File: config.mk
export PLATFORM = sky130hd
export DESIGN_NAME = rowdec_top
export DESIGN_NICKNAME = d
export VERILOG_FILES = /design/src/rtl/rowdec_pkg.sv /design/src/rtl/rowdec_predecode.sv /design/src/rtl/rowdec_ctrl.sv /design/src/rtl/rowdec_datapath.sv /design/src/rtl/rowdec_top.sv
export SDC_FILE = /design/constraint.sdc
export NUM_CORES = 1
export LEC_CHECK = 0
export ABC_CLOCK_PERIOD_IN_PS = 830
export BUFFER_PORTS_ARGS = -buffer_cell sky130_fd_sc_hd__clkbuf_2
export CORE_AREA = 2 2 42 44
export DETAILED_ROUTE_END_ITERATION = 12
export DIE_AREA = 0 0 44 46
export PLACE_DENSITY = 0.72
export SLEW_MARGIN = 25
export SYNTH_ARGS = -nofsm -noshare
export SYNTH_HDL_FRONTEND = slang
export SYNTH_HIERARCHICAL = 1
export SYNTH_SLANG_ARGS = --single-unit
File: constraint.sdc
create_clock -name clk -period 0.83 [get_ports clk]
set_input_delay 0.166 -clock clk [delete_from_list [all_inputs] [get_ports clk]]
set_output_delay 0.166 -clock clk [all_outputs]
set_load 0.02 [all_outputs]
File: src/rtl/rowdec_pkg.sv
package rowdec_pkg;

  typedef struct packed {
    logic load;
    logic clear;
  } rowStrobe_t;

  function automatic bit widthOk(input int w);
    return (w == 0) || (w == 2) || (w == 3);
  endfunction

  function automatic bit groupingOk(input int addrW, input int g0, input int g1, input int g2);
    bit ok;
    ok = widthOk(g0) && widthOk(g1) && widthOk(g2);
    ok = ok && (g0 != 0);
    ok = ok && !((g1 == 0) && (g2 != 0));
    ok = ok && ((g0 + g1 + g2) == addrW);
    return ok;
  endfunction

endpackage

File: src/rtl/rowdec_predecode.sv
module rowdec_predecode #(
  parameter int W = 2,
  localparam int N = 1 << W
) (
  input  logic [W-1:0] sel,
  output logic [N-1:0] oneHot
);
  for (genvar j = 0; j < N; j++) begin : g_line
    assign oneHot[j] = (sel == W'(j));
  end
endmodule

File: src/rtl/rowdec_ctrl.sv
module rowdec_ctrl
  import rowdec_pkg::*;
(
  input  logic       rowEn,
  output rowStrobe_t stb
);
  always_comb begin
    stb.load  = rowEn;
    stb.clear = !rowEn;
  end
endmodule

File: src/rtl/rowdec_datapath.sv
module rowdec_datapath
  import rowdec_pkg::*;
#(
  parameter int ADDR_W = 4,
  parameter int GRP0_W = 2,
  parameter int GRP1_W = 2,
  parameter int GRP2_W = 0,
  localparam int ROWS = 1 << ADDR_W
) (
  input  logic              clk,
  input  logic              rst_n,
  input  rowStrobe_t        stb,
  input  logic [ADDR_W-1:0] rowAddr,
  output logic [ROWS-1:0]   wordLine
);
  localparam int N0 = 1 << GRP0_W;
  localparam int N1 = 1 << GRP1_W;
  localparam int N2 = 1 << GRP2_W;
  localparam int LO1 = GRP0_W;
  localparam int LO2 = GRP0_W + GRP1_W;

  logic [N0-1:0]   pre0;
  logic [N1-1:0]   pre1;
  logic [N2-1:0]   pre2;
  logic [ROWS-1:0] wlNext;

  rowdec_predecode #(.W(GRP0_W)) i_pre0 (
    .sel   (rowAddr[GRP0_W-1:0]),
    .oneHot(pre0)
  );

  if (GRP1_W > 0) begin : g_slot1
    rowdec_predecode #(.W(GRP1_W)) i_pre1 (
      .sel   (rowAddr[LO1+GRP1_W-1:LO1]),
      .oneHot(pre1)
    );
  end else begin : g_slot1_absent
    assign pre1 = 1'b1;
  end

  if (GRP2_W > 0) begin : g_slot2
    rowdec_predecode #(.W(GRP2_W)) i_pre2 (
      .sel   (rowAddr[LO2+GRP2_W-1:LO2]),
      .oneHot(pre2)
    );
  end else begin : g_slot2_absent
    assign pre2 = 1'b1;
  end

  for (genvar r = 0; r < ROWS; r++) begin : g_row
    localparam int I0 = r % N0;
    localparam int I1 = (r / N0) % N1;
    localparam int I2 = r / (N0 * N1);
    assign wlNext[r] = pre0[I0] & pre1[I1] & pre2[I2];
  end

  always_ff @(posedge clk or negedge rst_n) begin
    if (!rst_n)         wordLine <= '0;
    else if (stb.clear) wordLine <= '0;
    else if (stb.load)  wordLine <= wlNext;
  end

  // each predecoder bus carries exactly one active line
  a_r4_pre0_onehot: assert property (@(posedge clk) disable iff (!rst_n)
    $onehot(pre0));
  a_r4_pre1_onehot: assert property (@(posedge clk) disable iff (!rst_n)
    $onehot(pre1));
  a_r8_pre2_onehot: assert property (@(posedge clk) disable iff (!rst_n)
    $onehot(pre2));

  // an enabled decode leaves exactly one wordline high
  a_r1_onehot: assert property (@(posedge clk) disable iff (!rst_n)
    stb.load |=> $onehot(wordLine));

  // the active wordline sits at the address value
  a_r2_index: assert property (@(posedge clk) disable iff (!rst_n)
    stb.load |=> wordLine[$past(rowAddr)]);

  // a disabled cycle leaves no wordline high
  a_r6_disabled_clear: assert property (@(posedge clk) disable iff (!rst_n)
    stb.clear |=> (wordLine == '0));

  // address zero selects only row zero
  a_r5_zero_addr: assert property (@(posedge clk) disable iff (!rst_n)
    (stb.load && (rowAddr == '0)) |=> (wordLine[0] && $onehot(wordLine)));
endmodule

File: src/rtl/rowdec_top.sv
module rowdec_top
  import rowdec_pkg::*;
#(
  parameter int ADDR_W = 4,
  parameter int GRP0_W = 2,
  parameter int GRP1_W = 2,
  parameter int GRP2_W = 0,
  localparam int ROWS = 1 << ADDR_W
) (
  input  logic              clk,
  input  logic              rst_n,
  input  logic              rowEn,
  input  logic [ADDR_W-1:0] rowAddr,
  output logic [ROWS-1:0]   wordLine
);
  // reject any grouping outside 2/3-bit groups in at most three slots
  if (!groupingOk(ADDR_W, GRP0_W, GRP1_W, GRP2_W)) begin : g_bad_grouping
    $error("rowdec_top: address width %0d cannot use groups %0d/%0d/%0d",
           ADDR_W, GRP0_W, GRP1_W, GRP2_W);
  end

  rowStrobe_t stb;

  rowdec_ctrl i_ctrl (
    .rowEn(rowEn),
    .stb  (stb)
  );

  rowdec_datapath #(
    .ADDR_W(ADDR_W),
    .GRP0_W(GRP0_W),
    .GRP1_W(GRP1_W),
    .GRP2_W(GRP2_W)
  ) i_dp (
    .clk     (clk),
    .rst_n   (rst_n),
    .stb     (stb),
    .rowAddr (rowAddr),
    .wordLine(wordLine)
  );
endmodule

==> run metrics <==
count of final hold-check violations 0; most frequent cell after synthesis dfrtp_1; CP max FO 2; Clock transition at path regs 0.09 ns; period utilization 122%; clock skew 0 ns; Tmin final 1.01 ns; CP peak stage delay 0.41 ns; Commonest cells post-synth dfrtp_1 (16), o2bb2ai_1 (10), a32o_1 (6), nand2b_1 (4); top cells by area, synth dfrtp_1 (57%), o2bb2ai_1 (13%), a32o_1 (8.6%); CP Capture Type output port; Total GRT Usage 16.8%; die area 2020 um^2; I/O Pins 23; max reg flops 16; hpwl dp 1010 um; Core Util, Final 65.2%; Core ar. 1610 um^2; CTS tree yes; dominant synthesized flop cell dfrtp_1; PwrDens 1410 nW/um^2; die width 44 um; register area share after synthesis 57.5%; wire length per cell 14.5 um; Max VDD drop 930 uV; vias in the first global route 522; grt ovf 0; first-pass detailed-route iteration total 5; area of the multi-input gates 288 um^2; Leak 0.500 nW; fillers 133; fmax 0.991 GHz; Nets 95; Worst Path Arrival 0.84 ns; worst setup margin -0.179 ns; Slew Limit Fails 0; synthesized instance count 54; Yosys top cell by area dfrtp_1; number of synthesized flops with an enable pin 0; max-cap violations 0; syn_area_per_cell 12.9 um^2; Synth-to-Final Area Change 51.0%; Initial Util 43.2%; Max-slew headroom 71.9%; hold slack final 0.282 ns; failing checks negative setup slack; storage element area 400 um^2; largest net degree at the start of global routing 17; Worst Path Buf+Inv 1; outcome complete, but fails checks; Syn Nets 61; Synth Cell Area 697 um^2; first-pass GRT wire length 2360 um; vias 556; H-tree depth 1; DRT Wirelength 1510 um; ANT nets after route 0; RSZ-0062 raised after global routing yes; RePlAce Congestion 0.744; ANT cells 0; CP cell instances clkbuf_8; Num CTS Buffers 3; FP Rows 15; Top Registers i_dp/wordLine x16; clk_lat worst skew 0.28 ns; root buffer cell clkbuf_4; WP data required 0.66 ns; CP startpoint kind flop; initial antenna violation count 0; Via density 5.35; count of cell types in the netlist 14; Finish-stage setup viols 18; post-synth top area share 57.5%; HP Class in2reg; fraction of registers with async set/reset 100%; kind of critical path reg2out; Slew @ Worst Pin 0.420 ns; highest-delay cell along the critical path dfrtp_1; fraction of layout cells with a size suffix above 1 51.7%; CTS sink cnt 16; critical path's top delay family flip-flops; die height 46 um; Clock Path Buffers 2; largest reg by FF count i_dp/wordLine; IO Port Bufs 22; 1st-iter DRT viols 10; warnings from Yosys 6; Synth Register Bits 16; residual DRC count 0
[placed cells by master (no fill, tap or decap)]
cell type,netlist,layout
o2bb2ai_2,0,4
nand2b_1,4,4
nor2_1,2,2
dlygate4sd3_1,0,1
buf_4,1,7
nor2b_2,1,1
dfrtp_1,16,16
clkbuf_4,0,3
clkbuf_8,0,4
and2_2,2,2
a32o_1,6,6
nand2_1,3,3
and2b_2,2,2
o2bb2ai_1,10,6
nor2_4,1,1
nor2b_1,3,3
clkbuf_2,0,6
inv_1,1,1
buf_6,2,15
[layout make-up]
type / count / area share, %
timing repair buffer: 32 / 28.8
multi-input combinational: 34 / 27.3
sequential: 16 / 38.0
clock buffer: 4 / 3.45
tap: 17 / 2.02
inverter: 1 / 0.357
[per-stage QoR]
stage / power (mW) / setup TNS (ns) / area [um^2] / instances / worst slack [ns]
floorplan: 0.913 / -0.307 / 726 / 54 / -0.0263
global placement: 0.966 / -2.47 / 846 / 93 / -0.176
detailed placement: 0.968 / -2.80 / 846 / 93 / -0.205
CTS: 1.48 / -2.77 / 941 / 101 / -0.199
global route: 1.55 / -3.19 / 1050 / 104 / -0.217
finish: 1.48 / -2.56 / 1050 / 104 / -0.179
[logic make-up (layout without fill, tap and decap cells)]
kind of cell / count (synthesis) / count (layout) / synth area share, %
AOI/OAI and AO/OA: 16 / 16 / 21.2
buffers and inverters: 4 / 37 / 4.85
DFF: 16 / 16 / 57.5
and+or+nand+nor: 18 / 18 / 16.5
[where the power goes]
part / internal (mW) / total, mW / switching (mW)
logic: 0.0792 / 0.181 / 0.102
registers: 0.790 / 0.798 / 0.00825
clock network: 0.267 / 0.505 / 0.238
total: 1.14 / 1.48 / 0.348
[per-layer routing]
| layer | vias to the layer above | global-route usage [%] | part of all wire [%] |
|---|---|---|---|
| met5 | - | 0 | 0 |
| met4 | 0 | 9.09 | 0.79 |
| met3 | 2 | 5.56 | 7.9 |
| met2 | 21 | 24.7 | 48 |
| met1 | 269 | 21.7 | 43 |
| li1 | 264 | - | - |
[worst paths after layout]
check	start	end	slack [ns]	cells past startpoint
setup / recovery	i_dp/wordLine[13]	wordLine[13]	-0.18	1
hold / removal	rowAddr[3]	i_dp/wordLine[7]	0.28	4
setup reg to reg	i_dp/wordLine[12]	i_dp/wordLine[12]	-0.01	2
hold reg to reg	i_dp/wordLine[3]	i_dp/wordLine[3]	0.52	1
max in group asynchronous	rst_n	i_dp/wordLine[2]	0.22	2
min in group asynchronous	rst_n	i_dp/wordLine[14]	0.33	2
[repair_timing]
| item | CTS | global route |
|---|---|---|
| hold buffers | 1 | 0 |
| pin swaps | 0 | 3 |
| setup endpoints to repair | 16 | 17 |
| setup buffers | 3 | 3 |
| endpoints found under the hold margin | 16 | 0 |
| resized for setup | 6 | 41 |
Note: power is estimated with default switching activity, not from simulation.
